===== src/rtl/idu_pkg.sv =====
// Package: shared widths, mode and bit-operation encodings, and the
// resolved-target record passed between the address stage and the datapath.
package idu_pkg;
    localparam int DW = 8;
    localparam int AW = 8;

    typedef enum logic [1:0] {
        AM_REG = 2'd0,
        AM_DIR = 2'd1,
        AM_IND = 2'd2,
        AM_BIT = 2'd3
    } am_e;

    typedef enum logic [2:0] {
        BO_TEST = 3'd0,
        BO_SET  = 3'd1,
        BO_CLR  = 3'd2,
        BO_CPL  = 3'd3,
        BO_TCLR = 3'd4
    } bop_e;

    typedef struct packed {
        logic          is_ram;
        logic          is_sfr;
        logic          err;
        logic [AW-1:0] byte_addr;
        logic [2:0]    bit_idx;
    } tgt_t;
endpackage


===== src/rtl/idu_addr_resolve.sv =====
// Address resolver: maps mode + operand field (+ pointer byte) onto a RAM
// byte, an SFR byte or an error. Purely combinational.
// Assumes the pointer byte has already been read from the selected bank.
module idu_addr_resolve
    import idu_pkg::*;
#(
    parameter logic [AW-1:0] BITRAM_BASE = 8'h20
) (
    input  logic [1:0]    mode,
    input  logic [AW-1:0] addr,
    input  logic [1:0]    bank,
    input  logic [AW-1:0] ptr,
    output tgt_t          tgt
);
    // Decode the operand field per addressing mode.
    always_comb begin
        tgt = '0;
        case (am_e'(mode))
            AM_REG: begin
                tgt.is_ram    = 1'b1;
                tgt.byte_addr = {3'b000, bank, addr[2:0]};
            end
            AM_DIR: begin
                tgt.byte_addr = addr;
                tgt.is_ram    = ~addr[AW-1];
                tgt.is_sfr    = addr[AW-1];
            end
            AM_IND: begin
                tgt.byte_addr = ptr;
                tgt.err       = ptr[AW-1];
                tgt.is_ram    = ~ptr[AW-1];
            end
            default: begin
                tgt.bit_idx = addr[2:0];
                if (addr[AW-1]) begin
                    tgt.is_sfr    = 1'b1;
                    tgt.byte_addr = {addr[AW-1:3], 3'b000};
                end else begin
                    tgt.is_ram    = 1'b1;
                    tgt.byte_addr = BITRAM_BASE + {4'b0000, addr[6:3]};
                end
            end
        endcase
    end
endmodule


===== src/rtl/idu_ram.sv =====
// Internal RAM: flop array, two asynchronous read ports (pointer and data),
// one synchronous write port. Synchronous reset clears every byte.
module idu_ram #(
    parameter  int DEPTH = 128,
    parameter  int DW    = 8,
    localparam int IW    = $clog2(DEPTH)
) (
    input  logic          clk,
    input  logic          rst_n,
    input  logic          we,
    input  logic [IW-1:0] waddr,
    input  logic [DW-1:0] wdata,
    input  logic [IW-1:0] raddr_a,
    output logic [DW-1:0] rdata_a,
    input  logic [IW-1:0] raddr_b,
    output logic [DW-1:0] rdata_b
);
    logic [DW-1:0] mem [DEPTH];

    // Storage update: clear on reset, else single-port write.
    always_ff @(posedge clk) begin
        if (!rst_n) begin
            for (int i = 0; i < DEPTH; i++) mem[i] <= '0;
        end else if (we) begin
            mem[waddr] <= wdata;
        end
    end

    assign rdata_a = mem[raddr_a];
    assign rdata_b = mem[raddr_b];
endmodule


===== src/rtl/idu_sfr_bank.sv =====
// SFR bank: COUNT byte registers at BASE + k*STRIDE. Unmapped addresses
// read zero and drop writes. Assumes STRIDE keeps addresses distinct.
module idu_sfr_bank #(
    parameter int            COUNT  = 4,
    parameter logic [7:0]    BASE   = 8'h80,
    parameter int            STRIDE = 8,
    parameter int            DW     = 8
) (
    input  logic          clk,
    input  logic          rst_n,
    input  logic          we,
    input  logic [7:0]    waddr,
    input  logic [DW-1:0] wdata,
    input  logic [7:0]    raddr,
    output logic [DW-1:0] rdata
);
    logic [COUNT-1:0] hit_w;
    logic [COUNT-1:0] hit_r;
    logic [DW-1:0]    rd_vec [COUNT];

    for (genvar k = 0; k < COUNT; k++) begin : g_sfr
        localparam logic [7:0] ADR = 8'(int'(BASE) + k * STRIDE);
        logic [DW-1:0] val;
        assign hit_w[k] = we && (waddr == ADR);
        assign hit_r[k] = (raddr == ADR);
        // One register: reset to zero, load on matching write.
        always_ff @(posedge clk) begin
            if (!rst_n)        val <= '0;
            else if (hit_w[k]) val <= wdata;
        end
        assign rd_vec[k] = hit_r[k] ? val : '0;
    end

    // Read mux: OR of the gated register values.
    always_comb begin
        rdata = '0;
        for (int k = 0; k < COUNT; k++) rdata = rdata | rd_vec[k];
    end

    AST_SFR_SINGLE_HIT: assert property (@(posedge clk) disable iff (!rst_n)
        $onehot0(hit_w));
endmodule


===== src/rtl/idu_bit_seq.sv =====
// Bit sequencer: on start, captures the target byte and the operation; in
// the following cycle (busy) presents the modified byte for write-back and
// the old bit. Assumes start is never raised while busy.
module idu_bit_seq
    import idu_pkg::*;
(
    input  logic          clk,
    input  logic          rst_n,
    input  logic          start,
    input  tgt_t          tgt,
    input  logic [2:0]    op,
    input  logic [DW-1:0] byte_in,
    output logic          busy,
    output logic          wb_ram,
    output logic          wb_sfr,
    output logic [AW-1:0] wb_addr,
    output logic [DW-1:0] wb_data,
    output logic [DW-1:0] old_byte,
    output logic          old_bit
);
    typedef enum logic {SQ_IDLE = 1'b0, SQ_WB = 1'b1} sq_e;

    sq_e           state;
    logic [DW-1:0] hold;
    logic [2:0]    h_idx;
    logic [2:0]    h_op;
    logic          h_ram;
    logic          h_sfr;
    logic [AW-1:0] h_addr;
    logic [DW-1:0] sel;
    logic          modify;

    // Capture on start, release after the write-back cycle.
    always_ff @(posedge clk) begin
        if (!rst_n) begin
            state  <= SQ_IDLE;
            hold   <= '0;
            h_idx  <= '0;
            h_op   <= '0;
            h_ram  <= 1'b0;
            h_sfr  <= 1'b0;
            h_addr <= '0;
        end else if (state == SQ_IDLE) begin
            if (start) begin
                state  <= SQ_WB;
                hold   <= byte_in;
                h_idx  <= tgt.bit_idx;
                h_op   <= op;
                h_ram  <= tgt.is_ram;
                h_sfr  <= tgt.is_sfr;
                h_addr <= tgt.byte_addr;
            end
        end else begin
            state <= SQ_IDLE;
        end
    end

    // Modified byte for the selected operation.
    always_comb begin
        sel     = DW'(1) << h_idx;
        modify  = 1'b1;
        wb_data = hold;
        case (bop_e'(h_op))
            BO_SET:          wb_data = hold | sel;
            BO_CLR, BO_TCLR: wb_data = hold & ~sel;
            BO_CPL:          wb_data = hold ^ sel;
            default:         modify  = 1'b0;
        endcase
    end

    assign busy     = (state == SQ_WB);
    assign wb_ram   = busy && modify && h_ram;
    assign wb_sfr   = busy && modify && h_sfr;
    assign wb_addr  = h_addr;
    assign old_byte = hold;
    assign old_bit  = hold[h_idx];

    AST_BUSY_ONE_CYCLE: assert property (@(posedge clk) disable iff (!rst_n)
        busy |=> !busy);
    AST_SINGLE_BIT_CHANGE: assert property (@(posedge clk) disable iff (!rst_n)
        busy |-> ($countones(wb_data ^ old_byte) <= 1));
endmodule


===== src/rtl/idata_access_unit.sv =====
// Internal data space access unit (top). Resolves the operand address,
// performs byte reads/writes in one cycle and bit read-modify-write over
// two cycles. Assumes the requester observes busy before issuing again;
// requests seen while busy are dropped.
module idata_access_unit
    import idu_pkg::*;
#(
    parameter int          RAM_DEPTH   = 128,
    parameter int          SFR_COUNT   = 4,
    parameter logic [7:0]  SFR_BASE    = 8'h80,
    parameter int          SFR_STRIDE  = 8,
    parameter logic [7:0]  BITRAM_BASE = 8'h20
) (
    input  logic       clk,
    input  logic       rst_n,
    input  logic       req_valid,
    input  logic [1:0] mode,
    input  logic [7:0] addr,
    input  logic [1:0] bank_sel,
    input  logic       wr_en,
    input  logic [7:0] wr_data,
    input  logic [2:0] bit_op,
    output logic       busy,
    output logic       resp_valid,
    output logic [7:0] rd_data,
    output logic       bit_out,
    output logic       range_err
);
    localparam int IW = $clog2(RAM_DEPTH);

    tgt_t          tgt;
    logic [DW-1:0] ptr_byte;
    logic [DW-1:0] ram_rd;
    logic [DW-1:0] sfr_rd;
    logic [DW-1:0] tgt_byte;
    logic          accept;
    logic          byte_go;
    logic          byte_we;
    logic          bit_go;
    logic          seq_wb_ram;
    logic          seq_wb_sfr;
    logic [AW-1:0] seq_addr;
    logic [DW-1:0] seq_data;
    logic [DW-1:0] seq_old_byte;
    logic          seq_old_bit;
    logic          ram_we;
    logic [IW-1:0] ram_waddr;
    logic [DW-1:0] ram_wdata;
    logic          sfr_we;
    logic [AW-1:0] sfr_waddr;
    logic [DW-1:0] sfr_wdata;
    logic [IW-1:0] ptr_idx;

    assign ptr_idx = IW'({bank_sel, 2'b00, addr[0]});

    idu_ram #(.DEPTH(RAM_DEPTH), .DW(DW)) u_ram (
        .clk     (clk),
        .rst_n   (rst_n),
        .we      (ram_we),
        .waddr   (ram_waddr),
        .wdata   (ram_wdata),
        .raddr_a (ptr_idx),
        .rdata_a (ptr_byte),
        .raddr_b (tgt.byte_addr[IW-1:0]),
        .rdata_b (ram_rd)
    );

    idu_addr_resolve #(.BITRAM_BASE(BITRAM_BASE)) u_res (
        .mode (mode),
        .addr (addr),
        .bank (bank_sel),
        .ptr  (ptr_byte),
        .tgt  (tgt)
    );

    idu_sfr_bank #(
        .COUNT(SFR_COUNT), .BASE(SFR_BASE), .STRIDE(SFR_STRIDE), .DW(DW)
    ) u_sfr (
        .clk   (clk),
        .rst_n (rst_n),
        .we    (sfr_we),
        .waddr (sfr_waddr),
        .wdata (sfr_wdata),
        .raddr (tgt.byte_addr),
        .rdata (sfr_rd)
    );

    // Target byte as seen before this access.
    assign tgt_byte = tgt.is_ram ? ram_rd : (tgt.is_sfr ? sfr_rd : '0);

    assign accept  = req_valid && !busy;
    assign byte_go = accept && (am_e'(mode) != AM_BIT);
    assign bit_go  = accept && (am_e'(mode) == AM_BIT);
    assign byte_we = byte_go && wr_en && !tgt.err;

    idu_bit_seq u_seq (
        .clk      (clk),
        .rst_n    (rst_n),
        .start    (bit_go),
        .tgt      (tgt),
        .op       (bit_op),
        .byte_in  (tgt_byte),
        .busy     (busy),
        .wb_ram   (seq_wb_ram),
        .wb_sfr   (seq_wb_sfr),
        .wb_addr  (seq_addr),
        .wb_data  (seq_data),
        .old_byte (seq_old_byte),
        .old_bit  (seq_old_bit)
    );

    // Write-port steering: bit write-back owns the ports while busy.
    always_comb begin
        ram_we    = seq_wb_ram || (byte_we && tgt.is_ram);
        ram_waddr = seq_wb_ram ? seq_addr[IW-1:0] : tgt.byte_addr[IW-1:0];
        ram_wdata = seq_wb_ram ? seq_data : wr_data;
        sfr_we    = seq_wb_sfr || (byte_we && tgt.is_sfr);
        sfr_waddr = seq_wb_sfr ? seq_addr : tgt.byte_addr;
        sfr_wdata = seq_wb_sfr ? seq_data : wr_data;
    end

    // Response registers for byte and bit completions.
    always_ff @(posedge clk) begin
        if (!rst_n) begin
            resp_valid <= 1'b0;
            rd_data    <= '0;
            bit_out    <= 1'b0;
            range_err  <= 1'b0;
        end else begin
            resp_valid <= byte_go || busy;
            range_err  <= byte_go && tgt.err;
            bit_out    <= busy && seq_old_bit;
            if (busy)         rd_data <= seq_old_byte;
            else if (byte_go) rd_data <= tgt.err ? '0 : tgt_byte;
        end
    end

    AST_ERR_WITH_RESP: assert property (@(posedge clk) disable iff (!rst_n)
        range_err |-> resp_valid);
    AST_ERR_NO_WRITE: assert property (@(posedge clk) disable iff (!rst_n)
        (accept && am_e'(mode) == AM_IND && ptr_byte[7]) |-> (!ram_we && !sfr_we));
    AST_BYTE_RESP_NEXT: assert property (@(posedge clk) disable iff (!rst_n)
        byte_go |=> (resp_valid && !busy));
    AST_BIT_RESP_AFTER_BUSY: assert property (@(posedge clk) disable iff (!rst_n)
        busy |=> resp_valid);
    AST_BIT_GO_BUSY: assert property (@(posedge clk) disable iff (!rst_n)
        bit_go |=> busy);
endmodule


===== config.mk =====
export PLATFORM = sky130hd
export DESIGN_NAME = idata_access_unit
export DESIGN_NICKNAME = d
export VERILOG_FILES = /design/src/rtl/idu_pkg.sv /design/src/rtl/idu_addr_resolve.sv /design/src/rtl/idu_ram.sv /design/src/rtl/idu_sfr_bank.sv /design/src/rtl/idu_bit_seq.sv /design/src/rtl/idata_access_unit.sv
export SDC_FILE = /design/constraint.sdc
export NUM_CORES = 2
export LEC_CHECK = 0
export ABC_CLOCK_PERIOD_IN_PS = 5350
export BUFFER_PORTS_ARGS = -buffer_cell sky130_fd_sc_hd__buf_4
export CAP_MARGIN = 20
export CORE_ASPECT_RATIO = 1.75
export CORE_MARGIN = 1.5
export CORE_UTILIZATION = 50
export CTS_BUF_LIST = sky130_fd_sc_hd__clkbuf_4 sky130_fd_sc_hd__clkbuf_8 sky130_fd_sc_hd__clkbuf_16
export CTS_CLUSTER_SIZE = 30
export DETAILED_ROUTE_END_ITERATION = 12
export PLACE_DENSITY = 0.62
export SLEW_MARGIN = 20
export SYNTH_ARGS = -nofsm -noshare
export SYNTH_HDL_FRONTEND = slang
export SYNTH_SLANG_ARGS = --single-unit

===== constraint.sdc =====
create_clock -name clk -period 5.35 [get_ports clk]
set_input_delay 1.07 -clock clk [delete_from_list [all_inputs] [get_ports clk]]
set_output_delay 1.07 -clock clk [all_outputs]
set_load 0.1 [all_outputs]

Word level (Yosys, flattened, before mapping)
Memories as Yosys holds them, arrays and structs flattened.
Index checks and enable logic that the tools add are counted.
{"block": "word_totals", "register_bits": 68, "ram_bits": 1024, "input_bits": 27, "output_inout_bits": 12, "elab_cells": 109, "mem_count": 1}
{"block": "op_classes", "add_sub_neg": 1, "magnitude_cmp": 1, "eq_ne": 16, "shift": 1, "muxes": 33, "bitwise": 11, "reduce_logical": 30}
{"name": "u_ram.mem", "words": 128, "width": 8, "read_ports": 2, "rd_clocked_by_memory_dff": 0, "wr": 128, "line": "idu_ram.sv:18", "source": "logic [DW-1:0] mem [DEPTH];"}
{"op": "$mux 8", "n": 14}
{"op": "$eq 8x8->1 const B", "n": 8}
{"op": "$pmux 8 s3", "n": 2}
{"op": "$or 8x8->8", "n": 4}
{"op": "$logic_and 1x1->1", "n": 16}
{"op": "$mux 7", "n": 2}
{"op": "$mux 1", "n": 11}
{"op": "$and 8x8->8", "n": 1}
{"op": "$not 8->8", "n": 1}
{"op": "$reduce_or 8->1", "n": 1}
{"op": "$shl 1x3->8 const A", "n": 1}
{"op": "$xor 8x8->8", "n": 1}
{"op": "$add 6x4->7 const A", "n": 1}
{"op": "$eq 3x2->1 const B", "n": 2}
{"op": "$reduce_or 2->1", "n": 3}
{"op": "$eq 2x2->1 const B", "n": 2}
{"op": "$lt 3x4->1 const B", "n": 1}
{"op": "$not 1->1", "n": 4}
{"op": "$reduce_or 4->1", "n": 1}
{"op": "$bmux 1 s3", "n": 1}
{"op": "$eq 3x1->1 const B", "n": 1}
{"op": "$eq 3x3->1 const B", "n": 1}
{"op": "$logic_or 1x1->1", "n": 3}
{"op": "$mux 3", "n": 1}
{"op": "other kinds (9)", "n": 10}

Logic depth before layout (Yosys ltp)
{"block": "logic_depth", "depth_word": 13, "ltp_mapped": 18}

Modules after synthesis
Synthesis repeated with hierarchy kept, for this count alone.
{"block": "unflattened", "cells_unflattened": 3856, "area_unflattened_um2": 59637.2}
{"module": "idu_ram", "instances": 1, "cells_each": 3352, "area_per_inst_um2": 55135.4, "seq_area_each_um2": 30749.5}
{"module": "idu_bit_seq", "instances": 1, "cells_each": 232, "area_per_inst_um2": 1771.7, "seq_area_each_um2": 500.5}
{"module": "idu_sfr_bank", "instances": 1, "cells_each": 137, "area_per_inst_um2": 1491.4, "seq_area_each_um2": 640.6}
{"module": "idata_access_unit", "instances": 1, "cells_each": 100, "area_per_inst_um2": 1031.0, "seq_area_each_um2": 220.2}
{"module": "idu_addr_resolve", "instances": 1, "cells_each": 35, "area_per_inst_um2": 207.7, "seq_area_each_um2": 0.0}

Least setup slack after synthesis
OpenSTA, ideal clock, no wires.
{"block": "synth_timing", "path_kind": "input to register", "from": "input port addr[0]", "to": "memory u_ram.mem[119][0], enable pin", "setup_time_ns": 0.329, "arrival_ns": 3.844, "required_ns": 5.021, "setup_slack_ns": 1.177, "cell_stages": 13, "path_buffers": 4, "path_cell_list": "buf_6 -> buf_4 -> mux4_2 -> a22o_1 -> nand2b_1 -> clkbuf_1 -> nor2_1 -> a32o_1 -> nand2_1 -> nor2_1 -> buf_2 -> nand2_1 -> nand2_1"}
{"element": "start, declared", "line": "idata_access_unit.sv:18", "source": "input logic [7:0] addr,"}
{"element": "end, declared", "line": "idu_ram.sv:18"}

Worst setup path after layout
{"block": "layout_timing", "from": "input port addr[0]", "to": "register u_seq.hold[4] (netlist: u_seq.old_byte[4])"}
{"block": "layout_between", "elab_chain_cells": 9, "elab_cells_between_ends": 17, "classes_between": "4 x eq/ne; 8 x mux; 4 x bitwise; 1 x memory"}
{"element": "$mem_v2 128x8"}
{"element": "$pmux 8 s3", "line": "idu_addr_resolve.sv:18", "source": "case (am_e'(mode))"}
{"element": "$eq 8x8->1", "line": "idu_sfr_bank.sv:25", "source": "assign hit_r[k] = (raddr == ADR);"}
{"element": "$mux 8", "line": "idu_sfr_bank.sv:31", "source": "assign rd_vec[k] = hit_r[k] ? val : '0;"}
{"element": "$or 8x8->8 (3 in series)", "line": "idu_sfr_bank.sv:37", "source": "for (int k = 0; k < COUNT; k++) rdata = rdata | rd_vec[k];"}
{"element": "$mux 8", "line": "idata_access_unit.sv:89", "source": "assign tgt_byte = tgt.is_ram ? ram_rd : (tgt.is_sfr ? sfr_rd : '0);"}
{"element": "$mux 8 (*)", "line": "idata_access_unit.sv:89"}
{"element": "end signal, assigned", "line": "idu_bit_seq.sv:46", "source": "hold <= byte_in;"}
{"element": "end, declared", "line": "idu_bit_seq.sv:24", "source": "logic [DW-1:0] hold;"}
Every way passes the cells marked *; elsewhere a longest branch is shown, timed or not.
A chain may end at the register's enable or synchronous reset.

==> metrics.yaml <==
htreeDepth: 3
clk_pin_slew_ns: 0.07
synth_nets: 4653
insertion_delay_ns: 0.73
dp_hpwl_um: 113000
cts-buffers-inserted: 99
core_um2: 100000
grt_usage: 0.329
ys_ff_latch: 1092
final_common_cell: "nor2_1"
clockBufferDepth: 3
io_pins: 39
synthesis.area_um2: 50500
cp.arrival_ns: 5.40
cts_resized: 0
fin_nets: 4801
rows: 154
hold_path_class: "register to register"
gp_congestion: 0.965
final_hold_viol_count: 0
die_w_um: 243
grt_setup_unrepaired: "no"
drc: 0
grt_overflow: 0
start_kind: "input port"
dieArea_um2: 103000
synth_area_per_cell_um2: 11.0
tns_ns: 0
synth-main-ff-cell: "edfxtp_1"
clkSinkCount: 1092
wl_per_cell_um: 27.6
skew_ns: 0.0251
finalPower_mw: 19.4
required_ns: 5.92
maxSlewHeadroom: 0.174
drtPass1Iterations: 6
final_cell_mix: "1127 x nor2_1, 1024 x edfxtp_1, 785 x nand2_1"
drt_iter0_drc: 4148
final.min_clock_period_ns: 4.83
tritoncts: "yes"
setup_viol: 0
p_leak_nw: 21.4
vias: 38244
ir_drop_uv: 269
synth_edf_count: 1024
post_cts_buffers: 0
max_freq_mhz: 207
status: "finished clean"
port_buffers: 38
grt_pass1_wl_um: 246000
drive_gt1_frac: 0.134
postCtsHoldBufs: 0
worstSetupPathType: "input port to register"
min_period_over_period: 0.902
area_growth_pct: 13.7
crit_path_max_fanout: 13
cap_viol_max_count: 0
finalWirelength_um: 171000
die_y_um: 423
ys_types: 79
synth_cells: 4610
antenna_found_initial: 3
antenna_left: 0
viasPerCell: 6.20
yosysSeqAreaShare: 0.636
cts_root_buffer: "clkbuf_16"
worstMarginPinSlew_ns: 1.24
whs_ns: 0.457
async_reset_ff_frac: 0
finalMaxSlewViolations: 0
grt_max_degree: 129
worstSetupEndpointType: "register"
initial_core_util: 0.503
ys_warn_count: 0
power_density_nw_per_um2: 338
grt_pass1_vias: 37167
==> synth_stat cells, types with 17 or more instances <==
library cell  instances  area [µm²]
mux2i_1             276        2760
a31oi_1              17         106
dfxtp_1              68        1360
nand2_2              19         119
nand3_1              57         285
nor3_1               22         110
buf_4                17         128
edfxtp_1           1024       30700
a22o_1               18         158
a221oi_1            130        1140
inv_1                39         146
a32oi_1              48         420
a21oi_1             242        1210
o21ai_0              43         215
nand4_1              19         119
nand2_1             788        2960
nor2_1             1131        4250
a211oi_1             53         398
buf_2               120         601
nor4_1               24         150
clkbuf_1            191         717
==> cells by family after synthesis <==
group | Yosys count | synth area share
adders and majority gates | 16 | 0.00396
AOI/OAI and AO/OA | 688 | 0.0957
buffers and inverters | 391 | 0.0351
and+or+nand+nor | 2125 | 0.167
muxes | 297 | 0.0621
DFF | 1092 | 0.636
xor gates and xnor gates | 1 | 0.000173
==> power breakdown <==
part	switching, mW	total, mW	internal, mW	leakage, nW
registers	0.126	9.71	9.59	11.1
clock network	3.24	7.13	3.89	1.58
logic	1.81	2.58	0.770	8.72
==> worst max-delay path: stages <==
cell and delay [ns]:
buf_4 0.12, mux4_2 0.50, and2_1 0.25, o41a_2 0.61, nand2_1 0.18, buf_12 0.18, buf_4 0.22, buf_4 0.18
o22ai_1 0.11, buf_4 0.15, nor4_1 0.75, buf_4 0.27, o2111ai_1 0.30, a311oi_1 0.39, a211oi_1 0.08
==> per-layer routing <==
metal | GRT usage | vias up | wire (µm)
met5 | 0 | - | 11
met4 | 0.223 | 2 | 13000
met3 | 0.0511 | 555 | 14200
met2 | 0.570 | 2131 | 85500
met1 | 0.371 | 18767 | 57800
li1 | - | 16789 | -
==> registers in the layout (all words and copies together), names as in the netlist <==
name	cells
u_seq.wb_addr	8
u_sfr.g_sfr.val	32
u_ram.mem	1024
range_err	1
u_seq.busy	1
u_seq.h_ram	1
rd_data	8
u_seq.h_op	3
resp_valid	1
u_seq.h_sfr	1
u_seq.h_idx	3
u_seq.old_byte	8
bit_out	1
==> through the flow <==
stage,utilization,area [µm²],setup slack (ns),std cells
4_1_cts,0.572,57400,0.631,6166
6_report,0.572,57400,0.522,6169
3_5_place_dp,0.540,54200,-0.108,5982
5_1_grt,0.572,57400,0.330,6167
2_1_floorplan,-,50500,1.18,4610
3_3_place_gp,0.540,54200,-0.251,5982
==> final cells by class <==
cell class	instances	area, µm²
multi-input cells	3127	16800
fillers	8352	43000
repair buffers	398	3510
inverters	40	150
well taps	1326	1660
clock buffers	119	2660
diodes	2	5.00
clock inverters	65	515
flip-flops and latches	1092	32100
==> path summary, 6_finish.rpt <==
| path | start | depth (start not counted) | slack, ns | to |
|---|---|---|---|---|
| setup / recovery | addr[0] | 15 | 0.52 | u_seq.old_byte[4] |
| hold / removal | u_seq.h_sfr | 2 | 0.46 | u_seq.h_sfr |
| setup reg to reg | u_ram.mem[24][2] | 14 | 0.53 | u_seq.old_byte[4] |
| hold reg to reg | u_seq.h_sfr | 2 | 0.46 | u_seq.h_sfr |
Power figures use the tool's default switching activity.
